### config.mk
export PLATFORM = sky130hd
export DESIGN_NAME = maskset_port
export DESIGN_NICKNAME = d
export VERILOG_FILES = /design/src/rtl/maskset_pkg.sv /design/src/rtl/maskset_sync.sv /design/src/rtl/maskset_regs.sv /design/src/rtl/maskset_drive.sv /design/src/rtl/maskset_port.sv
export SDC_FILE = /design/constraint.sdc
export NUM_CORES = 1
export LEC_CHECK = 0
export BUFFER_PORTS_ARGS = -buffer_cell sky130_fd_sc_hd__buf_2
export CORE_ASPECT_RATIO = 0.5
export CORE_UTILIZATION = 35
export DETAILED_ROUTE_END_ITERATION = 12
export PLACE_DENSITY_LB_ADDON = 0.2
export SYNTH_ARGS = -nofsm -noshare
export SYNTH_HDL_FRONTEND = slang
export SYNTH_HIERARCHICAL = 1
export SYNTH_SLANG_ARGS = --single-unit
### constraint.sdc
create_clock -name clk -period 2.2 [get_ports clk]
set_input_delay 0.44 -clock clk [delete_from_list [all_inputs] [get_ports clk]]
set_output_delay 0.44 -clock clk [all_outputs]
set_load 0.01 [all_outputs]
### src/rtl/maskset_pkg.sv
package maskset_pkg;

    localparam int PORT_W = 4;
    localparam int BUS_W  = 2 * PORT_W;

    typedef enum logic [1:0] {
        SEL_LEVEL  = 2'd0,
        SEL_POL    = 2'd1,
        SEL_ODRAIN = 2'd2,
        SEL_SPARE  = 2'd3
    } reg_sel_e;

    typedef logic [PORT_W-1:0] nib_t;

    typedef struct packed {
        nib_t level;
        nib_t pol;
        nib_t odrain;
    } port_cfg_t;

    typedef struct packed {
        nib_t prot;
        nib_t data;
    } wr_byte_t;

    // Protected bits keep old, open bits take data.
    function automatic nib_t merge_masked(nib_t old_v, nib_t data_v, nib_t prot_v);
        return (old_v & prot_v) | (data_v & ~prot_v);
    endfunction

    function automatic nib_t apply_pol(nib_t v, nib_t pol);
        return v ^ pol;
    endfunction

    function automatic logic [BUS_W-1:0] widen(nib_t v);
        return {{(BUS_W-PORT_W){1'b0}}, v};
    endfunction

endpackage

### src/rtl/maskset_sync.sv
module maskset_sync
    import maskset_pkg::*;
#(
    parameter int STAGES = 2
) (
    input  logic clk,
    input  logic rst,
    input  nib_t async_in,
    output nib_t sync_out
);
    localparam int LAST = STAGES - 1;

    nib_t chain [STAGES];

    genvar s;
    generate
        for (s = 0; s < STAGES; s++) begin : g_stage
            if (s == 0) begin : g_first
                always_ff @(posedge clk) begin
                    if (rst) chain[s] <= '0;
                    else     chain[s] <= async_in;
                end
            end else begin : g_next
                always_ff @(posedge clk) begin
                    if (rst) chain[s] <= '0;
                    else     chain[s] <= chain[s-1];
                end
            end
        end
    endgenerate

    assign sync_out = chain[LAST];

endmodule

### src/rtl/maskset_regs.sv
module maskset_regs
    import maskset_pkg::*;
(
    input  logic             clk,
    input  logic             rst,
    input  logic             wr_en,
    input  reg_sel_e         sel,
    input  logic [BUS_W-1:0] wdata,
    output port_cfg_t        cfg
);
    wr_byte_t  wb;
    port_cfg_t cfg_q, cfg_d;

    assign wb = wr_byte_t'(wdata);

    always_comb begin
        cfg_d = cfg_q;
        if (wr_en) begin
            unique case (sel)
                SEL_LEVEL:  cfg_d.level  = merge_masked(cfg_q.level, wb.data, wb.prot);
                SEL_POL:    cfg_d.pol    = wb.data;
                SEL_ODRAIN: cfg_d.odrain = wb.data;
                SEL_SPARE:  cfg_d        = cfg_q;
            endcase
        end
    end

    always_ff @(posedge clk) begin
        if (rst) cfg_q <= '0;
        else     cfg_q <= cfg_d;
    end

    assign cfg = cfg_q;

    AST_RESET_CLEARS: assert property (@(posedge clk)
        rst |=> (cfg_q == '0));

    AST_PROTECT_HOLDS: assert property (@(posedge clk) disable iff (rst)
        (wr_en && sel == SEL_LEVEL) |=>
            (((cfg_q.level ^ $past(cfg_q.level)) & $past(wb.prot)) == '0));

    AST_OPEN_BITS_TAKE: assert property (@(posedge clk) disable iff (rst)
        (wr_en && sel == SEL_LEVEL) |=>
            (((cfg_q.level ^ $past(wb.data)) & ~$past(wb.prot)) == '0));

    AST_SPARE_INERT: assert property (@(posedge clk) disable iff (rst)
        (wr_en && sel == SEL_SPARE) |=> $stable(cfg_q));

    AST_IDLE_STABLE: assert property (@(posedge clk) disable iff (rst)
        !wr_en |=> $stable(cfg_q));

endmodule

### src/rtl/maskset_drive.sv
module maskset_drive
    import maskset_pkg::*;
(
    input  logic      clk,
    input  logic      rst,
    input  port_cfg_t cfg,
    output nib_t      pin_out,
    output nib_t      pin_oe
);
    nib_t phys;

    assign phys = apply_pol(cfg.level, cfg.pol);

    genvar b;
    generate
        for (b = 0; b < PORT_W; b++) begin : g_bit
            always_comb begin
                if (cfg.odrain[b]) begin
                    pin_out[b] = 1'b0;
                    pin_oe[b]  = ~phys[b];
                end else begin
                    pin_out[b] = phys[b];
                    pin_oe[b]  = 1'b1;
                end
            end
        end
    endgenerate

    AST_OD_NEVER_HIGH: assert property (@(posedge clk) disable iff (rst)
        ((pin_oe & pin_out & cfg.odrain) == '0));

    AST_PP_ALWAYS_DRIVES: assert property (@(posedge clk) disable iff (rst)
        ((~pin_oe & ~cfg.odrain) == '0));

endmodule

### src/rtl/maskset_port.sv
module maskset_port
    import maskset_pkg::*;
#(
    parameter int SYNC_STAGES = 2
) (
    input  logic             clk,
    input  logic             rst,
    input  logic             bus_wr,
    input  logic             bus_rd,
    input  logic [1:0]       bus_addr,
    input  logic [BUS_W-1:0] bus_wdata,
    output logic [BUS_W-1:0] bus_rdata,
    input  logic [PORT_W-1:0] pin_in,
    output logic [PORT_W-1:0] pin_out,
    output logic [PORT_W-1:0] pin_oe
);
    reg_sel_e   sel;
    port_cfg_t  cfg;
    nib_t       pins_sync;
    logic [BUS_W-1:0] rd_mux, rdata_q;

    assign sel = reg_sel_e'(bus_addr);

    maskset_sync #(.STAGES(SYNC_STAGES)) u_sync (
        .clk      (clk),
        .rst      (rst),
        .async_in (pin_in),
        .sync_out (pins_sync)
    );

    maskset_regs u_regs (
        .clk   (clk),
        .rst   (rst),
        .wr_en (bus_wr),
        .sel   (sel),
        .wdata (bus_wdata),
        .cfg   (cfg)
    );

    maskset_drive u_drive (
        .clk     (clk),
        .rst     (rst),
        .cfg     (cfg),
        .pin_out (pin_out),
        .pin_oe  (pin_oe)
    );

    always_comb begin
        unique case (sel)
            SEL_LEVEL:  rd_mux = widen(apply_pol(pins_sync, cfg.pol));
            SEL_POL:    rd_mux = widen(cfg.pol);
            SEL_ODRAIN: rd_mux = widen(cfg.odrain);
            SEL_SPARE:  rd_mux = '0;
        endcase
    end

    always_ff @(posedge clk) begin
        if (rst)         rdata_q <= '0;
        else if (bus_rd) rdata_q <= rd_mux;
    end

    assign bus_rdata = rdata_q;

    AST_UPPER_ZERO: assert property (@(posedge clk) disable iff (rst)
        (bus_rdata[BUS_W-1:PORT_W] == '0));

    AST_RDATA_HOLD: assert property (@(posedge clk) disable iff (rst)
        !bus_rd |=> $stable(bus_rdata));

    AST_SPARE_READ_ZERO: assert property (@(posedge clk) disable iff (rst)
        (bus_rd && sel == SEL_SPARE) |=> (bus_rdata == '0));

endmodule

==> flow_summary.yaml, run 1 <==
synthesis:
  synth_simple_gate_area_share_pct: 33.0
  synth.top_cell.area_share_pct: 43.7
  synth_mux_area_share_pct: 11.8
  synth_top_family_by_area: "simple AND/OR/NAND/NOR gates"
  netlist_area_sq_um: 1100
  ys_warn_count: 6
  synth_area_leader_cell: "dfxtp_1"
  seq_area_frac_synth_pct: 43.7
  ys_ff_latch: 24
  synthAdderAreaFrac_pct: 0
  synth_area_leaders: "dfxtp_1, mux2i_1, nand2b_1"
  ys_types: 17
  synth-compound-area-share_pct: 4.55
  synth_xor_area_share_pct: 3.19
  syn_inst: 111
  avgSynthCellArea_sq_um: 9.91
floorplan:
  ios: 34
  rows: 13
  start_util_pct: 39.5
  die_w_um: 81.3
  coreArea_sq_um: 2780
  dieHeight_um: 41.6
  die_area_sq_um: 3380
power_and_ir_drop:
  power.total_uw: 848
  ir_worst_vdd_mv: 0.373
  p_leak_uw: 0.000589
  cellPowerDensity_nw_per_um2: 642
timing:
  fin_crit_sh_pct: 71.5
  grt_setup_unrepaired: "false"
  tns_ns: 0
  timing.clock.skew_ns: 0.00220
  hold_slack_ns: 0.383
  finalSetupViolations: 0
  drv_slew: 0
  hold_viol_final: 0
  fmax_ghz: 0.636
  period_minus_slack_ns: 1.57
place:
  dpl.hpwl_um: 1440
  gp_congestion: 0.698
  place_area_sq_um: 1260
  io_buffers: 29
worst_setup_path:
  crit_type: "flip-flop to primary output"
  crit_path_max_fanout: 4
  arrival_ns: 1.13
  crit_family: "flip-flops"
  worstPathCellList: "xor2_1 -> and2b_2 -> buf_2"
  crit_path_end_kind: "primary output"
  max_stage_delay_ns: 0.40
  cp_data_required_time_ns: 1.76
  critPathLaunchType: "flip-flop"
  crit_buf_inv: 1
  cp_slowest_cell: "dfxtp_1"
drt:
  firstDrtPassIters: 4
  dr_wl_met3_um: 90
  drc_errors: 0
  via_count: 807
  wire_per_inst_um: 11.2
  wirelength_um: 1990
  vias_per_cell: 4.53
  initialDrtViolationCount: 14
  top_layer_used: "met4"
  met1Wirelength_um: 1100
  ant_nets: 0
  wl_met2_um: 787
clocking:
  cts_buffer_depth: 2
  clk_pin_slew_ns: 0.08
  ctsHoldBuffers: 0
  cts_buffers: 3
  clk_latency_ns: 0.26
  cts-resized-gates: 0
  h-tree-depth: 1
  cts_setup_buffers: 0
  clock-sinks: 24
  cts_root_buffer: "clkbuf_8"
  cts_tree: "yes"
grt:
  antenna_found_initial: 0
  grtUsageTotal_pct: 13.2
  grt_pass1_wl_um: 3310
  grt_max_degree: 29
  grt_pass1_vias: 680
  grt-ovfl-total: 0
layout:
  final_cell_area_sq_um: 1320
  final_core_util_pct: 47.5
  area_growth_pct: 20.0
  finalNetCount: 160
  num-fill-cells: 275
  antennaDiodeCount: 0
  drive_gt1_share_pct: 26.2
hold_path:
  min_path_type: "input port to flip-flop"
job:
  cap_viol_max_count: 0
status:
  status: "finished, final reports clean"
## per-stage QoR
stage	setup WS (ns)	cells
floorplan	1.07	114
global placement	0.852	174
detailed placement	0.829	174
CTS	0.611	178
global route	0.520	178
finish	0.627	178
## synthesized netlist by cell type
cell type and instances:
conb_1 1, buf_1 1, and2b_1 3, nand2_1 5, nand3b_1 5, and2b_2 4, mux2i_1 13, a21oi_1 3
nand2b_1 19, nor2_1 5, xor2_1 4, nor4b_1 7, clkbuf_1 1, nor2b_1 8, dfxtp_1 24, buf_4 4
a311oi_1 4
## worst paths after layout
check / from / endpoint / slack (ns) / cells past startpoint
worst min-delay path: pin_in[1] / u_sync/chain[0][1] / 0.38 / 2
worst max register to register: u_regs/cfg[6] / bus_rdata[2] / 1.16 / 3
worst min register to register: u_sync/chain[0][1] / u_sync/chain[1][1] / 0.44 / 1
worst max-delay path: u_regs/cfg[5] / pin_out[1] / 0.63 / 3
## layer usage
metal	global-route usage, %	vias to the layer above
met2	17.2	16
met3	5.27	2
met5	0	-
met1	20.1	356
met4	2.14	0
li1	-	433
## layout by cell type (no fill, tap or decap)
master	n
a21oi_1	3
nor2_1	5
mux2i_1	13
and2b_1	3
nand3b_1	5
buf_2	29
nor4b_1	7
xor2_1	4
dfxtp_1	24
nor2b_1	8
nand2_1	5
nand2b_1	19
and2b_2	4
conb_1	4
clkbuf_8	4
a311oi_1	4
## where the power goes
group	total, uW	switching (uW)	internal [uW]	leakage (uW)
Sequential	462	10.7	452	0.000197
Combinational	93.4	46.9	46.5	0.000364
Clock	292	132	160	0.0000288
Total	848	190	658	0.000589
## kinds of logic (layout without fill, tap and decap cells)
logic type	Yosys count	count (layout)
AOI/OAI and AO/OA	7	7
xor gates and xnor gates	4	4
muxes	13	13
DFF	24	24
and+or+nand+nor	56	56
other	1	4
buffers and inverters	6	33
## area by class of cell
| cell class | instances | area (sq um) | share of cell area [%] |
|---|---|---|---|
| multi-input cells | 84 | 593 | 44.9 |
| repair buffers | 29 | 145 | 11.0 |
| flip-flops and latches | 24 | 480 | 36.4 |
| well taps | 37 | 46.3 | 3.51 |
| clock buffers | 4 | 55.1 | 4.17 |
Power figures use the tool's default switching activity.
==> run 2: changes to the inputs <==
- clock period: 2.2 -> 1.6 ns (I/O delays scaled with it)
==> run 2 against run 1 <==
  * Sequential power increased by 38%
  * Combinational power increased by 38%
  * Die area unchanged
  * Critical path type unchanged
==> flow_summary.yaml, run 2 (synthesized netlist as in run 1, its figures left out) <==
status:
  status: "finished, final reports clean"
layout:
  final_cell_mix: "buf_2, dfxtp_1, nand2b_1, mux2i_1, nor2b_1"
  final_common_cell: "buf_2"
  area_growth_pct: 21.5
  final_cell_area_sq_um: 1340
  drive_gt1_share_pct: 26.2
  finalNetCount: 160
  antennaDiodeCount: 0
worst_setup_path:
  worstSetupEndpoint: "pin_out[1]"
  r2r_setup_slack_ns: 0.56
  worstReg2RegStart: "u_regs/cfg[6]"
  critPathLaunchType: "flip-flop"
  crit_path_end_kind: "primary output"
  crit_start: "u_regs/cfg[5]"
  r2r_end: "bus_rdata[2]"
  arrival_ns: 1.15
  crit_path_max_fanout: 4
  crit_type: "flip-flop to primary output"
  cp_data_required_time_ns: 1.28
  reg2reg_depth: 3
clocking:
  cts-resized-gates: 0
  cts_setup_buffers: 0
  cts_buffers: 3
  cts_tree: "yes"
  clk_pin_slew_ns: 0.09
  h-tree-depth: 1
  cts_root_buffer: "clkbuf_8"
  clock-sinks: 24
  ctsHoldBuffers: 0
  clk_latency_ns: 0.27
  cts_buffer_depth: 2
floorplan:
  ios: 34
  dieHeight_um: 41.6
  rows: 13
  start_util_pct: 39.5
  die_area_sq_um: 3380
  coreArea_sq_um: 2780
  die_w_um: 81.3
timing:
  fin_crit_sh_pct: 91.7
  finalSetupViolations: 0
  timing.clock.skew_ns: 0.00678
  tns_ns: 0
  drv_slew: 0
  fmax_ghz: 0.682
  period_minus_slack_ns: 1.47
  hold_viol_final: 0
  grt_setup_unrepaired: "false"
drt:
  drc_errors: 0
  initialDrtViolationCount: 37
  firstDrtPassIters: 4
  wirelength_um: 2010
  wire_per_inst_um: 11.3
  ant_nets: 0
  via_count: 814
  vias_per_cell: 4.57
power_and_ir_drop:
  combPwrFrac_pct: 10.0
  p_leak_uw: 0.000596
  power.share.clock_pct: 40.7
  power.switching_uw: 270
  cellPowerDensity_nw_per_um2: 965
  ir_worst_vdd_mv: 0.398
  internal-power_uw: 1020
  seqPwrFrac_pct: 49.3
  switching_share_pct: 20.9
place:
  place_area_sq_um: 1260
  dpl.hpwl_um: 1440
  gp_congestion: 0.698
  io_buffers: 29
job:
  cap_viol_max_count: 0
grt:
  grt-ovfl-total: 0
  grtUsageTotal_pct: 12.9
  grt_max_degree: 29
  antenna_found_initial: 0
  grt_pass1_wl_um: 3290
  grt_pass1_vias: 689
hold_path:
  worstHoldStart: "pin_in[1]"
  min_path_type: "input port to flip-flop"
-- run 2: changes by cell type in the layout (fill, tap and decap cells not counted) --
cell / before / now
bufinv_16: 0 / 1
clkbuf_8: 4 / 3
-- run 2: final cells by class --
type                    instances  area (sq um)
fillers                       273          1450
multi-input cells              84           593
flip-flops and latches         24           480
repair buffers                 29           145
well taps                      37          46.3
clock buffers                   3          41.3
clock inverters                 1          30.0
-- run 2: metal layers --
metal | GRT usage [%] | routed length [um] | vias to the layer above
li1 | - | - | 432
met1 | 19.4 | 1110 | 364
met2 | 17.7 | 816 | 16
met3 | 4.62 | 79 | 2
met4 | 2.14 | 7 | 0
met5 | 0 | 0 | -
-- run 2: worst min-delay path by stage --
| stage | to | cells past startpoint |
|---|---|---|
| after floorplan | u_sync/chain[0][0] | 1 |
| after global placement | u_sync/chain[1][3] | 1 |
| after detailed placement | u_sync/chain[1][3] | 1 |
| after CTS | u_sync/chain[0][1] | 2 |
| after global routing | u_sync/chain[0][0] | 2 |
| final | u_sync/chain[0][1] | 2 |
-- run 2: power groups by stage --
stage / Clock (uW) / Sequential (uW) / Combinational [uW]
finish: 525 / 636 / 129
detailed placement: 0 / 650 / 130
global route: 569 / 640 / 144
global placement: 0 / 650 / 128
CTS: 542 / 636 / 130
floorplan: 0 / 649 / 80.4
-- run 2: stage by stage --
step | utilization [%] | setup slack (ns) | std cells | hold WS, ns | total power [uW]
finish | 48.0 | 0.134 | 178 | 0.255 | 1290
global placement | 45.5 | 0.372 | 174 | 0.417 | 778
global route | 48.0 | 0.0423 | 178 | 0.261 | 1350
CTS | 48.0 | 0.126 | 178 | 0.250 | 1310
floorplan | - | 0.586 | 114 | 0.392 | 729
detailed placement | 45.5 | 0.349 | 174 | 0.430 | 780
-- run 2: critical path: stages (launching register included) --
cell and delay, ns:
dfxtp_1 0.40, xor2_1 0.20, and2b_2 0.16, buf_2 0.12
==> run 3: changes to the inputs <==
- CORE_ASPECT_RATIO: 0.5 -> unset
==> run 3 against run 2 <==
  * The run now ends with DRC left
  * Sequential power about the same
  * Sequential cell count unchanged
  * Die area down 0.41%
  * Core utilization down 3.0 points
  * Critical endpoint is now pin_out[3]
==> flow_summary.yaml, run 3 (synthesized netlist as in run 1, its figures left out) <==
status:
  status: "finished, violations left"
  failed_checks: "DRC"
floorplan:
  die_area_sq_um: 3370
  coreArea_sq_um: 2880
  dieHeight_um: 58.1
  start_util_pct: 38.2
  ios: 34
  die_w_um: 58.1
  rows: 19
job:
  cap_viol_max_count: 0
drt:
  via_count: 837
  wirelength_um: 2070
  drc_errors: 3
  wire_per_inst_um: 11.4
  firstDrtPassIters: 8
  ant_nets: 0
  vias_per_cell: 4.60
  initialDrtViolationCount: 30
worst_setup_path:
  crit_buf_inv: 1
  crit_family: "flip-flops"
  crit_path_max_fanout: 4
  max_stage_delay_ns: 0.41
  worstPathCellList: "xor2_1 -> and2b_2 -> buf_2"
  crit_type: "flip-flop to primary output"
  cp_data_required_time_ns: 1.28
  cp_slowest_cell: "dfxtp_1"
  crit_path_end_kind: "primary output"
  critPathLaunchType: "flip-flop"
  arrival_ns: 1.19
power_and_ir_drop:
  p_leak_uw: 0.000575
  combPwrFrac_pct: 12.8
  cellPowerDensity_nw_per_um2: 791
  power.share.clock_pct: 25.2
  internal-power_uw: 774
  switching_share_pct: 24.4
  ir_worst_vdd_mv: 0.437
  power.switching_uw: 250
  seqPwrFrac_pct: 62.0
layout:
  area_growth_pct: 17.7
  multiInputGateArea_sq_um: 593
  stdcell_count: 182
  final_common_cell: "buf_2"
  finalNetCount: 160
  drive_gt1_share_pct: 26.4
  ff_latch_area_sq_um: 482
  antennaDiodeCount: 0
  num-fill-cells: 292
  final_cell_mix: "buf_2, dfxtp_1, nand2b_1, mux2i_1, nor2b_1"
hold_path:
  min_path_type: "input port to flip-flop"
clocking:
  cts_root_buffer: "clkbuf_4"
  clk_latency_ns: 0.31
  clock-sinks: 24
  cts_tree: "yes"
  h-tree-depth: 1
  ctsHoldBuffers: 0
  cts_buffers: 3
  cts-resized-gates: 0
  clk_pin_slew_ns: 0.12
  cts_setup_buffers: 0
  cts_buffer_depth: 2
grt:
  grt_pass1_vias: 798
  grt_pass1_wl_um: 3460
  grt-ovfl-total: 0
  grtUsageTotal_pct: 13.8
  antenna_found_initial: 0
  grt_max_degree: 29
timing:
  fin_ws_ns: 0.0921
  hold_viol_final: 0
  timing.clock.skew_ns: 0.00269
  finalSetupViolations: 0
  fin_crit_sh_pct: 94.2
  fmax_ghz: 0.663
  tns_ns: 0
  period_minus_slack_ns: 1.51
  drv_slew: 0
  grt_setup_unrepaired: "false"
place:
  pre_cts_slack_ns: 0.303
  placed_cells: 179
  io_buffers: 29
  gp_congestion: 0.711
## run 3: cell count changes in the layout (fill, tap and decap cells not counted)
cell and delta:
clkbuf_4 +3, clkbuf_8 -3, bufinv_16 -1, dfxtp_1 -1, dfxtp_2 +1
## run 3: final timing paths
path | from | end | slack, ns | cells after the start
hold / removal | pin_in[0] | u_sync/chain[0][0] | 0.21 | 2
setup / recovery | u_regs/cfg[7] | pin_out[3] | 0.09 | 3
setup reg to reg | u_regs/cfg[7] | bus_rdata[3] | 0.56 | 3
hold reg to reg | u_sync/chain[0][1] | u_sync/chain[1][1] | 0.45 | 1
## run 3: layer usage
| layer | vias up | routed length [um] | part of all wire, % | global-route usage (%) |
|---|---|---|---|---|
| li1 | 433 | - | - | - |
| met1 | 376 | 973 | 47 | 16.7 |
| met2 | 26 | 977 | 47 | 23.5 |
| met3 | 2 | 104 | 5.0 | 4.69 |
| met4 | 0 | 17 | 0.82 | 3.06 |
| met5 | - | 0 | 0 | 0 |
## run 3: layout make-up
cell class | instances | share of cell area, %
repair buffers | 29 | 11.2
clock buffers | 3 | 1.74
flip-flops and latches | 24 | 37.2
well taps | 42 | 4.06
multi-input cells | 84 | 45.8
## run 3: through the flow
stage | hold WS [ns] | total power, uW | utilization (%) | area (sq um)
after CTS | 0.199 | 1040 | 45.0 | 1290
after floorplan | 0.392 | 729 | - | 1110
final | 0.208 | 1020 | 45.0 | 1290
after global routing | 0.193 | 1090 | 45.0 | 1290
after detailed placement | 0.425 | 782 | 44.2 | 1270
after global placement | 0.417 | 778 | 44.2 | 1270
## run 3: power by group through the flow
stage	Sequential, uW	Clock (uW)	Combinational, uW
2_1_floorplan	649	0	80.4
3_3_place_gp	649	0	130
3_5_place_dp	649	0	133
4_1_cts	636	271	133
5_1_grt	639	301	146
6_report	635	258	131
